[config.mk]
export PLATFORM = sky130hd
export DESIGN_NAME = half_route_reg
export DESIGN_NICKNAME = d
export VERILOG_FILES = /design/src/rtl/hwr_pkg.sv /design/src/rtl/hwr_route_dec.sv /design/src/rtl/hwr_half_reg.sv /design/src/rtl/half_route_reg.sv
export SDC_FILE = /design/constraint.sdc
export NUM_CORES = 1
export LEC_CHECK = 0
export BUFFER_PORTS_ARGS = -buffer_cell sky130_fd_sc_hd__buf_4
export CELL_PAD_IN_SITES_DETAIL_PLACEMENT = 0
export CELL_PAD_IN_SITES_GLOBAL_PLACEMENT = 1
export CORE_UTILIZATION = 34
export DETAILED_ROUTE_END_ITERATION = 6
export HOLD_SLACK_MARGIN = 0.12
export PLACE_DENSITY_LB_ADDON = 0.15
export SLEW_MARGIN = 30
export SYNTH_ARGS = -nofsm -noshare
export SYNTH_HDL_FRONTEND = slang
export SYNTH_SLANG_ARGS = --single-unit
[constraint.sdc]
create_clock -name clk_i -period 0.9 [get_ports clk_i]
set_clock_uncertainty 0.1 [all_clocks]
set_input_delay 0.09 -clock clk_i [delete_from_list [all_inputs] [get_ports clk_i]]
set_output_delay 0.09 -clock clk_i [all_outputs]
set_load 0.01 [all_outputs]
[src/rtl/hwr_pkg.sv]
package hwr_pkg;
  localparam int unsigned NUM_HALVES = 2;
  localparam int unsigned HALF_LO    = 0;
  localparam int unsigned HALF_HI    = 1;

  typedef enum logic [1:0] {
    SRC_KEEP = 2'd0,
    SRC_LO   = 2'd1,
    SRC_HI   = 2'd2
  } src_sel_e;
endpackage

[src/rtl/hwr_route_dec.sv]
module hwr_route_dec
  import hwr_pkg::*;
(
  input  logic     ld_full_i,
  input  logic     ld_hi2lo_i,
  input  logic     ld_lo2lo_i,
  input  logic     ld_lo2hi_i,
  input  logic     ld_hi2hi_i,
  output src_sel_e sel_o   [NUM_HALVES],
  output logic     clash_o [NUM_HALVES]
);
  logic from_hi [NUM_HALVES];
  logic from_lo [NUM_HALVES];

  assign from_hi[HALF_LO] = ld_hi2lo_i;
  assign from_lo[HALF_LO] = ld_lo2lo_i;
  assign from_hi[HALF_HI] = ld_hi2hi_i;
  assign from_lo[HALF_HI] = ld_lo2hi_i;

  for (genvar d = 0; d < NUM_HALVES; d++) begin : g_dst
    localparam src_sel_e FULL_SRC = (d == HALF_HI) ? SRC_HI : SRC_LO;
    always_comb begin
      // upper-source strobe wins a clash
      if (ld_full_i)       sel_o[d] = FULL_SRC;
      else if (from_hi[d]) sel_o[d] = SRC_HI;
      else if (from_lo[d]) sel_o[d] = SRC_LO;
      else                 sel_o[d] = SRC_KEEP;
    end
    assign clash_o[d] = !ld_full_i && from_hi[d] && from_lo[d];
  end
endmodule

[src/rtl/hwr_half_reg.sv]
module hwr_half_reg
  import hwr_pkg::*;
#(
  parameter int unsigned HALF_W = 16
) (
  input  logic              clk_i,
  input  logic              rst_ni,
  input  src_sel_e          sel_i,
  input  logic [HALF_W-1:0] bus_lo_i,
  input  logic [HALF_W-1:0] bus_hi_i,
  output logic [HALF_W-1:0] q_o
);
  always_ff @(posedge clk_i or negedge rst_ni) begin
    if (!rst_ni) begin
      q_o <= '0;
    end else begin
      unique case (sel_i)
        SRC_LO:  q_o <= bus_lo_i;
        SRC_HI:  q_o <= bus_hi_i;
        default: q_o <= q_o;
      endcase
    end
  end
endmodule

[src/rtl/half_route_reg.sv]
module half_route_reg
  import hwr_pkg::*;
#(
  parameter  int unsigned HALF_W = 16,
  localparam int unsigned WORD_W = NUM_HALVES * HALF_W
) (
  input  logic              clk_i,
  input  logic              rst_ni,
  input  logic [WORD_W-1:0] bus_i,
  input  logic              ld_full_i,
  input  logic              ld_hi2lo_i,
  input  logic              ld_lo2lo_i,
  input  logic              ld_lo2hi_i,
  input  logic              ld_hi2hi_i,
  output logic [WORD_W-1:0] q_o,
  output logic              conflict_o
);
  src_sel_e sel   [NUM_HALVES];
  logic     clash [NUM_HALVES];
  logic     conflict_q;

  hwr_route_dec u_dec (
    .ld_full_i  (ld_full_i),
    .ld_hi2lo_i (ld_hi2lo_i),
    .ld_lo2lo_i (ld_lo2lo_i),
    .ld_lo2hi_i (ld_lo2hi_i),
    .ld_hi2hi_i (ld_hi2hi_i),
    .sel_o      (sel),
    .clash_o    (clash)
  );

  for (genvar h = 0; h < NUM_HALVES; h++) begin : g_half
    hwr_half_reg #(.HALF_W(HALF_W)) u_half (
      .clk_i    (clk_i),
      .rst_ni   (rst_ni),
      .sel_i    (sel[h]),
      .bus_lo_i (bus_i[HALF_LO*HALF_W +: HALF_W]),
      .bus_hi_i (bus_i[HALF_HI*HALF_W +: HALF_W]),
      .q_o      (q_o[h*HALF_W +: HALF_W])
    );
  end

  always_ff @(posedge clk_i or negedge rst_ni) begin
    if (!rst_ni) conflict_q <= 1'b0;
    else         conflict_q <= clash[HALF_LO] | clash[HALF_HI];
  end

  assign conflict_o = conflict_q;
endmodule

; After elaboration in Yosys (flattened, before gate mapping)
; Index checks and enable logic that the tools add are counted.
[classes]
n_reduce_logical = 7
muxes = 8
bitwise_logic = 1
n_lt_le_gt_ge = 0
div_mod_pow = 0
mul = 0
shift = 0
add_sub_neg = 0
n_eq_ne = 4
[op_table]
columns = operator, n
row1 = one-hot mux 16 bit (2 select lines), 2
row2 = two-way mux 2 bit, 4
row3 = "equality test 2 x 1 -> 1 bit, second input constant", 2
row4 = "equality test 2 bit, second input constant", 2
row5 = logical AND 1 bit, 4
row6 = nonzero test 2 bit, 2
row7 = two-way mux 1 bit, 2
row8 = logical NOT 1 bit, 1
row9 = bitwise OR 1 bit, 1
[totals]
word_cells = 23
register_bits = 33
n_memories = 0
in_bits = 39
ram_bits = 0
mem_bits_ro = 0
out_inout_bits = 33
latchBits = 0

; Longest topological paths before layout
; Gate-level depths: netlist (run 1).
[depth]
depth_word = 5
mapped_depth = 7
mapped_depth_nobuf = 5

; Modules after synthesis
; Synthesis (run 1) repeated with hierarchy kept, for this count alone.
[hier_totals]
hier_cells = 151
area_unflattened_um2 = 1606.5
[by_module_without_submodules]
columns = module, area_per_inst_um2, cells_per_inst, n_inst
row1 = hwr_half_reg, 762.0, 71, 2
row2 = hwr_route_dec, 51.3, 7, 1
row3 = half_route_reg, 31.3, 2, 1

; Least setup slack after synthesis (run 1)
; No wires, ideal clock.
[synth_timing]
kind = in2reg
start = input ld_full_i
end = register g_half[1].u_half.q_o[0]
stages = 5
setup_slack_ns = -0.276
t_arrival_ns = 0.940
t_required_ns = 0.665
cell_sequence = nor2_1 nand2_1 ha_1 clkbuf_1 o21ai_0
[synth_between]
elab_chain_cells = 3
[synth_rtl]
columns = element, line
row1 = "start, declared", half_route_reg.sv:10  ; input logic ld_full_i,
row2 = two-way mux 2 bit (*), hwr_route_dec.sv:24  ; if (ld_full_i) sel_o[d] = FULL_SRC;
row3 = equality test 2 bit / equality test 2 x 1 -> 1 bit (equally long branches), hwr_half_reg.sv:17  ; unique case (sel_i)
row4 = one-hot mux 16 bit (2 select lines) / nonzero test 2 bit (equally long branches), --
row5 = "end signal, assigned", hwr_half_reg.sv:18  ; SRC_LO: q_o <= bus_lo_i;
row6 = "end signal, assigned", hwr_half_reg.sv:19  ; SRC_HI: q_o <= bus_hi_i;
row7 = "end signal, assigned", hwr_half_reg.sv:20  ; default: q_o <= q_o;
row8 = "end, declared", hwr_half_reg.sv:11  ; output logic [HALF_W-1:0] q_o
; Every way passes the cells marked *; elsewhere a longest branch is shown, timed or not.
; A chain may end at the register's enable or synchronous reset.

; Worst setup path in the final report (run 1)
[layout_timing]
start = register g_half[1].u_half.q_o[2]
end = output q_o[18]
[layout_lines]
columns = element, line
row1 = "end, declared", half_route_reg.sv:15  ; output logic [WORD_W-1:0] q_o,
; No word-level cell between the ends.

==> metrics.md, run 1 <==
| Metric | Value |
|---|---|
| Mux share of post-synthesis cell area | `20.3%` |
| Power Total | `5.14 mW` |
| Number of enable flip-flop cells after synthesis | `0` |
| Tcrit/Tclk final | `113%` |
| Layout cell share with drive strength beyond 1 | `53.8%` |
| Hold EP | `g_half[1].u_half.q_o[2]` |
| Largest net degree at the start of global routing | `34` |
| Initial drt markers | `32` |
| # fillers | `339` |
| Worst slew pin tran | `0.429 ns` |
| Fin worst setup slack | `-0.117 ns` |
| Post-synthesis sequential area ratio | `52.4%` |
| TritonCTS clock tree | `built` |
| Average wire per standard cell | `15.0 um` |
| ANT nets after route | `0` |
| Cell breakdown of the critical path | `buf_6` |
| Static Leak | `1.42 nW` |
| Slew Limit Fails | `0` |
| CP Launch Type | `flop` |
| Port buffer count | `71` |
| Clock root buffer | `clkbuf_8` |
| Synth Area in XOR/XNOR | `0%` |
| H-tree Lvls | `2` |
| Clk_lat worst skew | `0.28 ns` |
| CP bufs+invs | `1` |
| Via count | `1,532` |
| GRT overflow | `0` |
| VDD IR max | `0.00102 V` |
| Routed WL | `4720 um` |
| Min cycle time layout | `1.02 ns` |
| Prevailing post-synth register cell | `dfrtp_1` |
| Core Region | `4410 um2` |
| Avg Vias per Cell | `4.88` |
| Bufs on Longest Clock Path | `2` |
| Routability congestion estimate from global placement | `0.748` |
| Critical Path AT | `0.83 ns` |
| Final #Nets | `302` |
| Worst-path clk slew | `0.07 ns` |
| P&R area growth vs syn | `95.4%` |
| DRC viols | `0` |
| Pwr/cell area | `1670 nW/um2` |
| Largest cells by area after synthesis | `dfrtp_1 (52%), mux2i_1 (20%), nand2_1 (7.9%)` |
| Status | `finished, violations left` |
| Width of the die | `70.1 um` |
| Worst hold stages | `3` |
| Min-delay worst type | `in2reg` |
| Initial antenna violation count | `0` |
| Global-route wire length before repair | `7530 um` |
| Crit-path leading delay family | `flip-flops` |
| Setup violations, final | `54` |
| Final hold slack | `-0.00515 ns` |
| Largest family of logic cells by synthesized area | `multiplexers` |
| Non-Filler Instances | `314` |
| Cts bufs inserted | `5` |
| Worst reg2reg path depth | `3` |
| Clock sink count | `33` |
| Synth async-reset ratio | `100%` |
| Router iterations before antenna repair | `4` |
| CP max stage delay | `0.41 ns` |
| Final core utilization | `69.8%` |
| CP endpoint kind | `output pin` |
| Synth Area in Compound Gates | `11.0%` |
| # IOs | `72` |
| Simple-gate area share of the yosys netlist | `8.57%` |
| Yosys Warn Count | `0` |
| Syn_area_per_cell | `10.6 um2` |
| CP max stage cell | `dfrtp_1` |
| Post-Synthesis Cells | `149` |
| # rows | `24` |
| Area leader, netlist | `dfrtp_1` |
| Hold Startpoint | `bus_i[18]` |
| DP Worst Slack | `-0.344 ns` |
| Reg2reg end | `g_half[0].u_half.q_o[11]` |
| Synth unique cells | `14` |
| Vias in the first global route | `1,586` |
| Die height | `70.1 um` |
| Crit path kind | `reg2out` |
| Initial Util | `35.7%` |
| Synth top area share | `52.4%` |
| Final hold viol count | `4` |
| Mapped cell area | `1580 um2` |
| Synth cell count leaders | `dfrtp_1 (33), nand2_1 (33), mux2i_1 (32)` |
| Worst-path maximum fanout | `2` |
| GRT Overall Usage | `19.8%` |
| Die ar. | `4910 um2` |
| Post-DP HPWL | `2820 um` |
| R2r startpoint | `g_half[0].u_half.q_o[11]` |
| Flop2flop setup slack | `0.02 ns` |
| Synth Register Bits | `33` |
| FMAX | `983 MHz` |
| Syn nets | `190` |
| MaxCap Viol Count | `0` |
| Worst EP required | `0.71 ns` |
| RSZ-0062 raised after global routing | `true` |
| Placed cells | `267` |
| # diodes | `0` |
| Failing checks | `negative hold slack, negative setup slack` |
| Synth Area in Adders | `1.59%` |
| Slew HR | `71.4%` |
[area by class of cell]
type	count	area (um2)	share of cell area, %
repair buffers	115	1220	39.5
well taps	52	65.1	2.11
clock buffers	7	86.3	2.80
flip-flops and latches	33	826	26.8
clock inverters	1	30.0	0.975
inverters	2	15.0	0.487
multi-input cells	104	842	27.3
[placed cells by master (no fill, tap or decap)]
cell            count
buf_4              49
buf_6              38
dfrtp_1            33
nand2_1            27
o21ai_1            22
mux2i_1            21
dlygate4sd3_1      13
o21ai_2            10
buf_12              9
nand2_2             6
mux2i_2             6
clkbuf_8            6
mux2i_4             5
nor2_4              2
ha_4                2
buf_16              2
dlymetal6s4s_1      2
buf_8               2
inv_8               1
inv_2               1
a21oi_4             1
a22oi_1             1
nor2_1              1
bufinv_16           1
clkbuf_1            1
[power breakdown]
part | internal, mW | total, mW | switching [mW]
Sequential | 1.71 | 1.88 | 0.176
Clock | 0.903 | 1.44 | 0.539
Combinational | 1.12 | 1.82 | 0.692
[per-stage QoR]
step | hold slack, ns | cell area [um2] | TNS (ns)
floorplan | -0.306 | 1670 | -4.32
global placement | -0.0369 | 2230 | -8.63
detailed placement | -0.0382 | 2230 | -9.93
CTS | -0.0166 | 2960 | -4.69
global route | -0.00412 | 3080 | -5.24
finish | -0.00515 | 3080 | -3.59
[repair_timing]
action,in CTS,in global routing
buffers inserted,19,8
hold endpoints to repair,66,27
cloned,4,0
hold buffers,14,3
endpoints found under the setup margin,53,65
pin swaps,13,15
resized for setup,51,34
[how the worst max path moves through the flow]
stage                                    end                    start  slack, ns  depth (start not counted)
global placement    g_half[0].u_half.q_o[10]               ld_hi2lo_i      -0.30                          7
global route                         q_o[18]  g_half[1].u_half.q_o[2]      -0.15                          1
floorplan           g_half[1].u_half.q_o[10]               ld_hi2hi_i      -0.19                          7
detailed placement  g_half[1].u_half.q_o[14]                ld_full_i      -0.34                          6
CTS                                  q_o[21]  g_half[1].u_half.q_o[5]      -0.13                          1
finish                               q_o[18]  g_half[1].u_half.q_o[2]      -0.12                          1
[kinds of logic (layout without fill, tap and decap cells)]
family                   Yosys count  count (layout)
AND/OR/NAND/NOR                   36              36
AO/OA/AOI/OAI                     34              34
flip-flops                        33              33
multiplexers                      32              32
buffers and inverters             12             125
adder cells (fa/ha/maj)            2               2
[registers in the layout, summed over array words and instances (netlist names)]
register,flops
conflict_o,1
g_half.u_half.q_o,32
[metal layers]
layer	vias up	part of all wire, %	global-route usage [%]
met3	10	5.6	5.92
met1	728	40	24.1
met2	60	52	33.1
met5	-	0	0
met4	0	2.2	6.89
li1	734	-	-
Note: power is estimated with default switching activity, not from simulation.
==> run 2: changes to the inputs <==
--- a/config.mk
+++ b/config.mk
@@ -8,7 +8,7 @@
 export BUFFER_PORTS_ARGS = -buffer_cell sky130_fd_sc_hd__buf_4
 export CELL_PAD_IN_SITES_DETAIL_PLACEMENT = 0
 export CELL_PAD_IN_SITES_GLOBAL_PLACEMENT = 1
-export CORE_UTILIZATION = 34
+export CORE_UTILIZATION = 37
 export DETAILED_ROUTE_END_ITERATION = 6
 export HOLD_SLACK_MARGIN = 0.12
 export PLACE_DENSITY_LB_ADDON = 0.15
==> constraint.sdc (replaced) <==
create_clock -name clk_i -period 1.2 [get_ports clk_i]
set_clock_uncertainty 0.1 [all_clocks]
set_input_delay 0.12 -clock clk_i [delete_from_list [all_inputs] [get_ports clk_i]]
set_output_delay 0.12 -clock clk_i [all_outputs]
set_load 0.01 [all_outputs]
==> run 2 against run 1 <==
Against the previous run:
- the flow now finishes without violations
- critical path depth up 6
- largest power group unchanged
- critical path type is now in2reg
- count of clock-buffer cells in the layout stayed put
- worst setup slack better by 0.26 ns
- power is 34% lower
==> metrics.md, run 2 (synthesis gave the netlist of run 1 again) <==
| Metric | Value |
|---|---|
| Status | `finished, final reports clean` |
| Post-route cell area | `2670 um2` |
| Via count | `1,474` |
| TritonCTS clock tree | `built` |
| Final core utilization | `65.8%` |
| Reg2reg end | `g_half[0].u_half.q_o[0]` |
| Initial drt markers | `60` |
| Largest register FFs | `32` |
| GRT overflow | `0` |
| CP endpoint kind | `flop` |
| Flop2flop setup slack | `0.45 ns` |
| Worst slew pin tran | `0.420 ns` |
| Die ar. | `4530 um2` |
| CP startpoint | `ld_hi2lo_i` |
| MaxCap Viol Count | `0` |
| Setup_tns | `0 ns` |
| Reg area | `826 um2` |
| # rows | `23` |
| Avg Vias per Cell | `4.71` |
| Fin worst setup slack | `0.139 ns` |
| Setup violations, final | `0` |
| DP Worst Slack | `-0.166 ns` |
| FMAX | `942 MHz` |
| Final #Nets | `303` |
| GRT Overall Usage | `19.7%` |
| Power Total | `3.38 mW` |
| Worst reg2reg path depth | `2` |
| Final hold viol count | `0` |
| Slew Limit Fails | `0` |
| Vias in the first global route | `1,477` |
| H-tree Lvls | `2` |
| Placed cells | `267` |
| Clock root buffer | `clkbuf_8` |
| Worst-path clk slew | `0.07 ns` |
| Min-delay worst type | `in2async` |
| Die height | `67.3 um` |
| Min cycle time layout | `1.06 ns` |
| Pwr/cell area | `1270 nW/um2` |
| Largest net degree at the start of global routing | `34` |
| Crit path to | `g_half[0].u_half.q_o[15]` |
| R2r startpoint | `g_half[0].u_half.q_o[0]` |
| DRC viols | `0` |
| Crit path kind | `in2reg` |
| ANT nets after route | `0` |
| Core Region | `4060 um2` |
| CP Launch Type | `input port` |
| Non-Filler Instances | `313` |
| Width of the die | `67.3 um` |
| VDD IR max | `0.000912 V` |
| Initial antenna violation count | `0` |
| P&R area growth vs syn | `69.3%` |
| Cts bufs inserted | `5` |
| # fillers | `322` |
| Average wire per standard cell | `13.3 um` |
| Port buffer count | `71` |
| Routed WL | `4160 um` |
| Layout cell share with drive strength beyond 1 | `32.3%` |
| Final hold slack | `0.217 ns` |
| Worst EP required | `1.26 ns` |
| # diodes | `0` |
| DP Area | `2170 um2` |
| Router iterations before antenna repair | `4` |
| Routability congestion estimate from global placement | `0.774` |
| Initial Util | `38.9%` |
| Clk_lat worst skew | `0.28 ns` |
| Post-DP HPWL | `2740 um` |
| Tcrit/Tclk final | `88.4%` |
| Commonest non-fill, non-tap cell in the layout | `buf_4` |
| Critical Path AT | `1.12 ns` |
| # IOs | `72` |
| Area of the multi-input gates | `653 um2` |
| Static Leak | `1.29 nW` |
| Worst-path maximum fanout | `6` |
| Slew HR | `72.0%` |
| RSZ-0062 raised after global routing | `false` |
| Clock sink count | `33` |
| Bufs on Longest Clock Path | `2` |
| Post-cts repair resize count | `0` |
| Global-route wire length before repair | `6470 um` |
| Most frequent cells in the layout | `buf_4 (75), dlygate4sd3_1 (38), nand2_1 (33), dfrtp_1 (33), mux2i_1 (32)` |
| Top reg by flops | `g_half.u_half.q_o` |
## run 2: repair_timing
item / 4_1_cts / 5_1_grt
hold buffers: 38 / 0
setup buffers: 0 / 0
hold endpoints to repair: 66 / 0
## run 2: metal layers
metal  GRT usage, %  wire length, um  up-vias
li1               -                -      737
met1           22.3             1770      680
met2           34.6             2130       49
met3           4.90              194        8
met4           8.78               67        0
met5              0                0        -
## run 2: area by class of cell
cell class / count / share of cell area [%]
sequential: 33 / 30.9
clock buffer: 7 / 3.23
multi-input combinational: 104 / 24.5
clock inverter: 1 / 1.13
timing repair buffer: 116 / 37.6
tap: 50 / 2.34
inverter: 2 / 0.281
## run 2: worst max-delay path: stages
cell and delay, ns:
buf_4 0.08, inv_1 0.04, a21oi_1 0.15, ha_1 0.24, buf_4 0.20, mux2i_1 0.20
o21ai_0 0.09
## run 2: how the worst min path moves through the flow
stage / end / slack (ns) / start
6_report: g_half[1].u_half.q_o[13] / 0.22 / rst_ni
5_1_grt: g_half[0].u_half.q_o[9] / 0.26 / rst_ni
4_1_cts: g_half[1].u_half.q_o[13] / 0.23 / rst_ni
3_5_place_dp: g_half[1].u_half.q_o[13] / -0.01 / rst_ni
3_3_place_gp: g_half[1].u_half.q_o[13] / -0.009 / rst_ni
2_1_floorplan: conflict_o / -0.28 / rst_ni
## run 2: report_power, final
part / switching (mW) / internal, mW
sequential: 0.0919 / 1.28
clock: 0.390 / 0.677
combinational: 0.415 / 0.527
total: 0.897 / 2.48
==> run 3: changes to the inputs <==
--- a/config.mk
+++ b/config.mk
@@ -5,10 +5,12 @@
 export SDC_FILE = /design/constraint.sdc
 export NUM_CORES = 1
 export LEC_CHECK = 0
+export ABC_AREA = 1
 export BUFFER_PORTS_ARGS = -buffer_cell sky130_fd_sc_hd__buf_4
-export CELL_PAD_IN_SITES_DETAIL_PLACEMENT = 0
-export CELL_PAD_IN_SITES_GLOBAL_PLACEMENT = 1
-export CORE_UTILIZATION = 37
+export CELL_PAD_IN_SITES_DETAIL_PLACEMENT = 2
+export CELL_PAD_IN_SITES_GLOBAL_PLACEMENT = 2
+export CORE_ASPECT_RATIO = 0.75
+export CORE_UTILIZATION = 27
 export DETAILED_ROUTE_END_ITERATION = 6
 export HOLD_SLACK_MARGIN = 0.12
 export PLACE_DENSITY_LB_ADDON = 0.15
==> run 3 against run 2 <==
Against the previous run:
- hold slack gained 0.012 ns
- area after synthesis grew 15%
- critical path type unchanged
- worst setup slack lost 0.020 ns
- flip-flop and latch count is the same
- fmax shrank 1.8%
- global-route usage grew 1.7 points
- final area grew 9.2%
- synthesized cell count grew 70%
- final cell count grew 43%
- sequential share of layout area shrank 2.6 points
- clock power grew 5%
- combinational power grew 21%
==> metrics.md, run 3 <==
| Metric | Value |
|---|---|
| # diodes | `0` |
| Mapped cell area | `1820 um2` |
| Min-delay worst type | `in2async` |
| Power Total | `3.69 mW` |
| Placed cells | `401` |
| P&R area growth vs syn | `60.1%` |
| Slew Limit Fails | `0` |
| # rows | `25` |
| Most frequent cells in the layout | `nand2_1 (122), buf_4 (77), dlygate4sd3_1 (38)` |
| Average wire per standard cell | `15.9 um` |
| Die height | `73.1 um` |
| Min cycle time layout | `1.08 ns` |
| Global-route wire length before repair | `11,700 um` |
| Non-Filler Instances | `447` |
| Clk_lat worst skew | `0.29 ns` |
| Synth unique cells | `15` |
| Final hold viol count | `0` |
| Pwr/cell area | `1260 nW/um2` |
| Slew HR | `69.0%` |
| Router iterations before antenna repair | `4` |
| Initial antenna violation count | `0` |
| DRC viols | `0` |
| Reg area | `826 um2` |
| Vias in the first global route | `2,274` |
| Static Leak | `1.64 nW` |
| Bufs on Longest Clock Path | `2` |
| H-tree Lvls | `2` |
| Routed WL | `7090 um` |
| MaxCap Viol Count | `0` |
| Synth Register Bits | `33` |
| Post-DP HPWL | `4250 um` |
| Core Region | `6410 um2` |
| ANT nets after route | `0` |
| Crit path kind | `in2reg` |
| Most frequent cell after synthesis | `nand2_1` |
| Post-synthesis sequential area ratio | `45.4%` |
| GRT Overall Usage | `21.3%` |
| Worst EP required | `1.33 ns` |
| Synth async-reset ratio | `100%` |
| Largest cells by area after synthesis | `dfrtp_1 (45%), nand2_1 (25%), nand3_1 (9.1%)` |
| # IOs | `72` |
| Via count | `2,002` |
| Largest net degree at the start of global routing | `34` |
| Clock root buffer | `clkbuf_8` |
| Number of enable flip-flop cells after synthesis | `0` |
| Largest register FFs | `32` |
| Status | `finished, final reports clean` |
| Port buffer count | `71` |
| RSZ-0062 raised after global routing | `false` |
| GRT overflow | `0` |
| Syn nets | `294` |
| Clock sink count | `33` |
| Routability congestion estimate from global placement | `0.723` |
| Layout cell share with drive strength beyond 1 | `27.6%` |
| CP endpoint kind | `flop` |
| Commonest non-fill, non-tap cell in the layout | `nand2_1` |
| Final #Nets | `406` |
| # fillers | `735` |
| Critical Path AT | `1.21 ns` |
| Width of the die | `96.8 um` |
| Worst-path clk slew | `0.07 ns` |
| Prevailing post-synth register cell | `dfrtp_1` |
| Worst slew pin tran | `0.466 ns` |
| Area of the multi-input gates | `723 um2` |
| Initial drt markers | `46` |
| Area leader, netlist | `dfrtp_1` |
| TritonCTS clock tree | `built` |
| Top reg by flops | `g_half.u_half.q_o` |
| Initial Util | `28.4%` |
| CP Launch Type | `input port` |
| Synth top area share | `45.4%` |
| Tcrit/Tclk final | `90.1%` |
| FMAX | `925 MHz` |
| Syn_area_per_cell | `7.20 um2` |
| Worst-path maximum fanout | `16` |
| Avg Vias per Cell | `4.48` |
| Yosys Warn Count | `0` |
| VDD IR max | `0.000629 V` |
| Post-Synthesis Cells | `253` |
| Cts bufs inserted | `5` |
| Die ar. | `7080 um2` |
| Final hold slack | `0.229 ns` |
| Synth cell count leaders | `nand2_1 (122), inv_1 (35), dfrtp_1 (33), nand3_1 (33), nand2_2 (10)` |
| Setup violations, final | `0` |
run 3: path summary, 6_finish.rpt:
kind                                                from                  endpoint  slack [ns]  depth (start not counted)
worst max-delay path                           ld_full_i   g_half[0].u_half.q_o[0]        0.12                          8
worst min-delay path                              rst_ni  g_half[1].u_half.q_o[12]        0.23                          2
worst max register to register  g_half[0].u_half.q_o[15]  g_half[0].u_half.q_o[15]        0.42                          2
worst min register to register   g_half[0].u_half.q_o[5]   g_half[0].u_half.q_o[5]        0.39                          2
max in group asynchronous                         rst_ni   g_half[0].u_half.q_o[0]        0.45                          2
min in group clk_i               g_half[0].u_half.q_o[5]   g_half[0].u_half.q_o[5]        0.39                          2
run 3: logic make-up (layout without fill, tap and decap cells):
logic type | count (synthesis) | in the layout | synth area share [%]
and+or+nand+nor | 165 | 165 | 37.7
buffers and inverters | 51 | 164 | 15.1
DFF | 33 | 33 | 45.4
adders and majority gates | 2 | 2 | 1.37
AOI/OAI and AO/OA | 2 | 2 | 0.549
run 3: cell type report:
cell class,instances,area share (%)
Multi-Input combinational cell,169,24.8
Sequential cell,33,28.3
Inverter,39,5.45
Tap cell,81,3.48
Timing Repair Buffer,117,33.9
Clock buffer,7,2.96
Clock inverter,1,1.03
run 3: what timing repair did:
item                                    4_1_cts  5_1_grt
setup buffers                                 0        0
gates resized for setup                       0        4
hold endpoints to repair                     66        0
endpoints found under the setup margin        0       20
hold buffers                                 38        0
run 3: metal layers:
| layer | GRT usage, % | share of wire (%) |
|---|---|---|
| met4 | 4.98 | 0.71 |
| met5 | 0 | 0 |
| met3 | 3.35 | 2.8 |
| met2 | 40.4 | 50 |
| met1 | 25.7 | 46 |
run 3: worst max-delay path, cell delays in order:
cell and delay (ns):
buf_4 0.12, inv_1 0.09, nand2_1 0.07, o21ai_0 0.09, ha_2 0.34, inv_4 0.17, nand3_1 0.13, nand2_1 0.08
run 3: power by group:
group / total (mW) / internal [mW] / switching [mW]
logic: 1.14 / 0.563 / 0.576
clock network: 1.12 / 0.678 / 0.446
registers: 1.42 / 1.30 / 0.126
run 3: through the flow:
step	TNS, ns	setup slack, ns	util [%]	cell area [um2]
floorplan	0	0.00493	-	1820
global placement	-4.90	-0.192	37.6	2410
detailed placement	-6.32	-0.233	37.6	2410
CTS	0	0.0737	45.3	2910
global route	0	0.0244	45.5	2920
finish	0	0.119	45.5	2920
